### src/rtl/sprite_dma_pkg.sv
package sprite_dma_pkg;

  typedef enum logic [1:0] {
    ST_IDLE = 2'd0,
    ST_WAIT = 2'd1,
    ST_RUN  = 2'd2
  } dmaState_e;

  // Strobes from control to datapath
  typedef struct packed {
    logic loadPage;
    logic clearOffset;
    logic doRead;
    logic doWrite;
  } dmaStrobe_t;

endpackage

### src/rtl/sprite_dma_datapath.sv
module sprite_dma_datapath
  import sprite_dma_pkg::*;
#(
  parameter int ADDR_W = 16,
  parameter int DATA_W = 8,
  parameter int COUNT_W = 8,
  parameter logic [ADDR_W-1:0] PORT_ADDR = 16'h0204
) (
  input  logic              clk,
  input  logic              rstN,
  input  dmaStrobe_t        strobe,
  input  logic [DATA_W-1:0] cpuWdata,
  input  logic [DATA_W-1:0] dmaRdata,
  output logic              lastPair,
  output logic [ADDR_W-1:0] dmaAddr,
  output logic [DATA_W-1:0] dmaWdata
);
  localparam int PAGE_W = ADDR_W - COUNT_W;

  logic [PAGE_W-1:0]  page;
  logic [COUNT_W-1:0] offset;
  logic [DATA_W-1:0]  holdData;

  always_ff @(posedge clk or negedge rstN) begin
    if (!rstN) begin
      page     <= '0;
      offset   <= '0;
      holdData <= '0;
    end else begin
      if (strobe.loadPage)    page <= cpuWdata[PAGE_W-1:0];
      if (strobe.clearOffset) offset <= '0;
      else if (strobe.doWrite) offset <= offset + 1'b1;
      if (strobe.doRead)      holdData <= dmaRdata;
    end
  end

  assign lastPair = (offset == {COUNT_W{1'b1}});
  assign dmaAddr  = strobe.doWrite ? PORT_ADDR : {page, offset};
  assign dmaWdata = holdData;

  // Each write advances the offset by exactly one
  assert_offset_step_R4: assert property (@(posedge clk) disable iff (!rstN)
    (strobe.doWrite && !strobe.clearOffset) |=> (offset == $past(offset) + 1'b1));

endmodule

### src/rtl/sprite_dma_control.sv
module sprite_dma_control
  import sprite_dma_pkg::*;
#(
  parameter int ADDR_W = 16,
  parameter logic [ADDR_W-1:0] TRIG_ADDR = 16'h0E14
) (
  input  logic              clk,
  input  logic              rstN,
  input  logic [ADDR_W-1:0] cpuAddr,
  input  logic              cpuWrite,
  input  logic              getPhase,
  input  logic              stealReq,
  input  logic              lastPair,
  output dmaStrobe_t        strobe,
  output logic              cpuReady,
  output logic              busy
);
  dmaState_e state, stateNext;
  logic haveData, haveDataNext;
  logic trigHit;

  assign trigHit = cpuWrite && (cpuAddr == TRIG_ADDR) && (state != ST_RUN);

  always_comb begin
    stateNext          = state;
    haveDataNext       = haveData;
    strobe             = '0;
    strobe.loadPage    = trigHit;
    case (state)
      ST_IDLE: if (trigHit) stateNext = ST_WAIT;
      ST_WAIT: if (!cpuWrite) begin
        stateNext          = ST_RUN;
        strobe.clearOffset = 1'b1;
        haveDataNext       = 1'b0;
      end
      ST_RUN: begin
        strobe.doRead  = getPhase && !stealReq && !haveData;
        strobe.doWrite = !getPhase && haveData;
        if (strobe.doRead)  haveDataNext = 1'b1;
        if (strobe.doWrite) begin
          haveDataNext = 1'b0;
          if (lastPair) stateNext = ST_IDLE;
        end
      end
      default: stateNext = ST_IDLE;
    endcase
  end

  always_ff @(posedge clk or negedge rstN) begin
    if (!rstN) begin
      state    <= ST_IDLE;
      haveData <= 1'b0;
    end else begin
      state    <= stateNext;
      haveData <= haveDataNext;
    end
  end

  assign busy     = (state != ST_IDLE);
  assign cpuReady = (state == ST_IDLE);

  // Halt takes hold only after a CPU read cycle
  assert_halt_on_read_R2: assert property (@(posedge clk) disable iff (!rstN)
    (state == ST_RUN && $past(state) == ST_WAIT) |-> !$past(cpuWrite));

  // A read is never immediately followed by another read
  assert_read_pairs_R4: assert property (@(posedge clk) disable iff (!rstN)
    strobe.doRead |=> !strobe.doRead);

  // Release comes only after a write
  assert_release_after_write_R9: assert property (@(posedge clk) disable iff (!rstN)
    $fell(busy) |-> $past(strobe.doWrite));

endmodule

### src/rtl/sprite_page_dma.sv
module sprite_page_dma
  import sprite_dma_pkg::*;
#(
  parameter int ADDR_W = 16,
  parameter int DATA_W = 8,
  parameter int COUNT_W = 8,
  parameter logic [ADDR_W-1:0] TRIG_ADDR = 16'h0E14,
  parameter logic [ADDR_W-1:0] PORT_ADDR = 16'h0204
) (
  input  logic              clk,
  input  logic              rstN,
  input  logic [ADDR_W-1:0] cpuAddr,
  input  logic              cpuWrite,
  input  logic [DATA_W-1:0] cpuWdata,
  input  logic              getPhase,
  input  logic              stealReq,
  input  logic [DATA_W-1:0] dmaRdata,
  output logic              cpuReady,
  output logic              busy,
  output logic [ADDR_W-1:0] dmaAddr,
  output logic              dmaRd,
  output logic              dmaWr,
  output logic [DATA_W-1:0] dmaWdata
);
  dmaStrobe_t strobe;
  logic lastPair;

  sprite_dma_control #(.ADDR_W(ADDR_W), .TRIG_ADDR(TRIG_ADDR)) u_ctrl (
    .clk(clk), .rstN(rstN), .cpuAddr(cpuAddr), .cpuWrite(cpuWrite),
    .getPhase(getPhase), .stealReq(stealReq), .lastPair(lastPair),
    .strobe(strobe), .cpuReady(cpuReady), .busy(busy)
  );

  sprite_dma_datapath #(.ADDR_W(ADDR_W), .DATA_W(DATA_W), .COUNT_W(COUNT_W),
                        .PORT_ADDR(PORT_ADDR)) u_dp (
    .clk(clk), .rstN(rstN), .strobe(strobe), .cpuWdata(cpuWdata),
    .dmaRdata(dmaRdata), .lastPair(lastPair), .dmaAddr(dmaAddr), .dmaWdata(dmaWdata)
  );

  assign dmaRd = strobe.doRead;
  assign dmaWr = strobe.doWrite;

  // Any DMA access happens only with the CPU held
  assert_halted_during_access_R2: assert property (@(posedge clk) disable iff (!rstN)
    (dmaRd || dmaWr) |-> !cpuReady);

  // Writes target the sprite port
  assert_write_port_R4: assert property (@(posedge clk) disable iff (!rstN)
    dmaWr |-> (dmaAddr == PORT_ADDR));

  // No read in a put phase or a stolen slot
  assert_read_slot_R7: assert property (@(posedge clk) disable iff (!rstN)
    dmaRd |-> (getPhase && !stealReq));

endmodule

### config.mk
export PLATFORM = sky130hd
export DESIGN_NAME = sprite_page_dma
export DESIGN_NICKNAME = d
export VERILOG_FILES = /design/src/rtl/sprite_dma_pkg.sv /design/src/rtl/sprite_dma_datapath.sv /design/src/rtl/sprite_dma_control.sv /design/src/rtl/sprite_page_dma.sv
export SDC_FILE = /design/constraint.sdc
export NUM_CORES = 1
export LEC_CHECK = 0
export ABC_AREA = 1
export BUFFER_PORTS_ARGS = -buffer_cell sky130_fd_sc_hd__buf_2
export CORE_ASPECT_RATIO = 1.1
export CORE_MARGIN = 3
export CORE_UTILIZATION = 47
export DETAILED_ROUTE_END_ITERATION = 8
export PLACE_DENSITY = 0.8
export SETUP_SLACK_MARGIN = 0.2
export SLEW_MARGIN = 30
export SYNTH_ARGS = -nofsm -noshare
export SYNTH_HDL_FRONTEND = slang
export SYNTH_SLANG_ARGS = --single-unit
export TNS_END_PERCENT = 30
### constraint.sdc
create_clock -name clk -period 3.8 [get_ports clk]
set_input_delay 0.57 -clock clk [delete_from_list [all_inputs] [get_ports clk]]
set_output_delay 0.57 -clock clk [all_outputs]
set_load 0.005 [all_outputs]
==> impl_metrics.py <==
metrics = {
    "timing": {
        "hold_viol": 0,
        "worst_slew_pin_slew_ns": 0.5914,
        "fin_tns_setup_ns": 0,
        "max_freq_ghz": 0.4111,
        "final.setup_skew_ns": 0.002508,
        "slew_headroom_pct": 60.58,
        "grt_setup_unrepaired": "no",
        "final_slew_violations": 0,
        "layout_worst_path_cycle_share_pct": 64.01,
        "worst_slack_ns": 1.368,
        "finalCriticalPeriod_ns": 2.432,
        "setup_viol_count_final": 0,
    },
    "placement": {
        "dpl_worst_slack_ns": 1.751,
        "buffer_ports.inserted": 64,
        "place_congestion": 0.8112,
        "placed_cells": 290,
        "placedInstanceArea_sq_mm": 0.001824,
        "hpwl_mm": 2.528,
    },
    "worst_setup_path": {
        "timing.rr.end": "u_dp.offset[6]",
        "regToRegSetupSlack_ns": 2.11,
        "cp.required_ns": 3.23,
        "r2r_cells": 7,
        "endpoint_kind": "output port",
        "path_max_fanout": 19,
        "reg2reg_from": "u_ctrl.state[0]",
        "critPathArrivalTime_ns": 1.86,
        "timing.critical_path.from_type": "flip-flop",
        "critPathKind": "reg2out",
    },
    "layout": {
        "final.fill_count": 260,
        "antenna_cells": 0,
        "area.growth.synth_to_final_pct": 26.34,
        "drive_gt1_share_pct": 32.18,
        "fin_cells": 294,
        "final_nets": 304,
        "final_area_sq_mm": 0.001854,
    },
    "global_routing": {
        "grt_overflow_total": 0,
        "grt_pass1_wl_mm": 5.526,
        "grt_start_max_net_pins": 28,
        "track_usage_pct": 18.59,
        "initial_antenna_violation_count": 0,
        "number_of_global_route_vias_before_repair": 1318,
    },
    "yosys": {
        "postSynthAreaPerCell_sq_um": 7.565,
        "ys_seq_elements": 27,
        "share_of_synthesized_area_occupied_by_flip_flops_and_latches_pct": 46.04,
        "ys.flop_type": "sky130_fd_sc_hd__dfrtp_1",
        "proportion_of_register_bits_with_asynchronous_set_or_reset_after_synthesis_pct": 100.0,
        "mappedNetlistNets": 236,
        "synth_edf_count": 0,
        "top_cells_by_area_synth": "sky130_fd_sc_hd__dfrtp_1, sky130_fd_sc_hd__nand2_1, sky130_fd_sc_hd__inv_1",
        "cell_taking_the_most_area_after_synthesis": "sky130_fd_sc_hd__dfrtp_1",
        "mapped_area_sq_mm": 0.001468,
        "yosysWarnings": 0,
        "yosysUniqueCellTypes": 25,
        "netlist_instances": 194,
        "synth.most_common_cell": "sky130_fd_sc_hd__nand2_1",
        "yosysTopAreaCellShare_pct": 46.04,
        "post_synth_most_frequent_cells": "sky130_fd_sc_hd__nand2_1, sky130_fd_sc_hd__inv_1, sky130_fd_sc_hd__dfrtp_1",
    },
    "routing": {
        "post-route-drc-count": 0,
        "dr.pass1.iters": 4,
        "detail_route.vias_per_cell": 4.616,
        "num_vias": 1357,
        "antenna_left": 0,
        "drt_wl_total_mm": 3.127,
        "post_drt_wl_per_cell_microns": 10.64,
        "drt-initial-drc-count": 46,
    },
    "pwr": {
        "worst_ir_drop_vdd_mv": 0.2252,
        "switching_share_pct": 22.84,
        "relative_contribution_of_sequential_cells_to_total_power_pct": 64.7,
        "power.share.clock_pct": 28.8,
        "internal-power_uw": 343.0,
        "switching_power_uw": 101.5,
        "combinationalPowerShare_pct": 6.5,
        "p_leak_uw": 0.001219,
        "p_per_area_mw_per_mm2": 239.8,
    },
    "clock_network": {
        "number_of_buffers_inserted_for_hold_repair_after_clock_tree_synthesis": 0,
        "cts-htree-levels": 1,
        "cts_buffer_depth": 2,
        "root_buffer": "sky130_fd_sc_hd__clkbuf_4",
        "worstSkewPairLatency_ns": 0.33,
        "ctsResizeCount": 0,
        "tritoncts": "built",
        "number_of_sinks_driven_by_the_clock_tree": 27,
        "inserted_clock_buffers": 3,
        "post_cts.repair.setup_buffers": 0,
        "clk_pin_slew_ns": 0.15,
    },
    "floorplanning": {
        "fp.dieArea_sq_mm": 0.003830,
        "fp.dieW_microns": 59.28,
        "io_pins": 65,
        "std_cell_core_area_sq_mm": 0.002878,
        "die_y_microns": 64.61,
        "std_cell_rows": 20,
        "initial_core_util_pct": 51.00,
    },
    "flow_run": {
        "cap_violations": 0,
    },
    "min_path": {
        "worst_hold_path_type": "in2async",
    },
    "status": {
        "status": "completed",
    },
}
worst max-delay path by stage:
| stage | from | endpoint | slack [ns] | depth (start not counted) |
|---|---|---|---|---|
| after global routing | u_ctrl.state[0] | dmaAddr[9] | 1.24 | 6 |
| final | u_ctrl.state[0] | dmaAddr[9] | 1.37 | 6 |
| after CTS | u_ctrl.state[0] | dmaAddr[9] | 1.36 | 6 |
| after floorplan | u_ctrl.state[0] | dmaAddr[9] | 2.01 | 5 |
| after global placement | u_ctrl.state[0] | dmaAddr[9] | 1.78 | 6 |
| after detailed placement | u_ctrl.state[0] | dmaAddr[9] | 1.75 | 6 |
through the flow:
step	hold slack (ns)	util [%]	power, uW
after global placement	0.4569	63.39	321.8
after CTS	0.2300	64.43	447.6
after detailed placement	0.4602	63.39	322.6
final	0.2134	64.43	444.6
after global routing	0.2384	64.43	461.4
after floorplan	0.2744	-	298.4
routing by layer:
| metal | share of wire (%) | up-vias | global-route usage, % | wire length [microns] |
|---|---|---|---|---|
| li1 | - | 723 | - | - |
| met1 | 42 | 592 | 21.73 | 1300 |
| met2 | 50 | 40 | 31.69 | 1573 |
| met3 | 7.6 | 2 | 6.574 | 237 |
| met4 | 0.54 | 0 | 4.816 | 17 |
| met5 | 0 | - | 0 | 0 |
logic make-up (layout without fill, tap and decap cells):
group	count (synthesis)	after routing	synth area share (%)
AOI/OAI and AO/OA	14	14	5.881
adders and majority gates	5	5	4.263
buffers and inverters	33	100	8.609
and+or+nand+nor	115	115	35.21
DFF	27	27	46.04
power by group through the flow:
stage                     registers [uW]  clock network, uW  logic (uW)
after global placement               293                  0        28.7
after floorplan                      293                  0        5.31
final                                288                128        28.8
after CTS                            288                130        29.5
after global routing                 288                141        32.9
after detailed placement             293                  0        29.5
flip-flops by register name, indices dropped and copies added (netlist names):
register	cells
u_ctrl.haveData	1
u_ctrl.state	2
u_dp.dmaWdata	8
u_dp.offset	8
u_dp.page	8
final cells by class:
cell class | count | area, sq um | share of cell area, %
multi-input combinational | 134 | 665.6 | 35.90
timing repair buffer | 64 | 320.3 | 17.27
clock inverter | 1 | 7.507 | 0.4049
sequential | 27 | 675.6 | 36.44
clock buffer | 3 | 22.52 | 1.215
inverter | 32 | 121.4 | 6.545
tap | 33 | 41.29 | 2.227
placed cells by master, fill, tap and decap left out, drive strengths merged:
master / count
nand2: 82
buf: 64
inv: 30
dfrtp: 27
nor2: 18
nand3: 10
a21oi: 7
ha: 5
clkbuf: 3
o21ai: 3
a31oi: 2
nor3: 2
or2: 2
clkinv: 2
o211ai: 1
o21a: 1
and2: 1
clkinvlp: 1
critical path, cell delays in order, from the launching register on:
cell and delay (ns):
sky130_fd_sc_hd__dfrtp_1 0.43, sky130_fd_sc_hd__inv_1 0.08, sky130_fd_sc_hd__ha_1 0.29, sky130_fd_sc_hd__nand3_4 0.26, sky130_fd_sc_hd__inv_2 0.08, sky130_fd_sc_hd__or2_2 0.27
sky130_fd_sc_hd__buf_2 0.13
(Power assumes the default switching activity.)
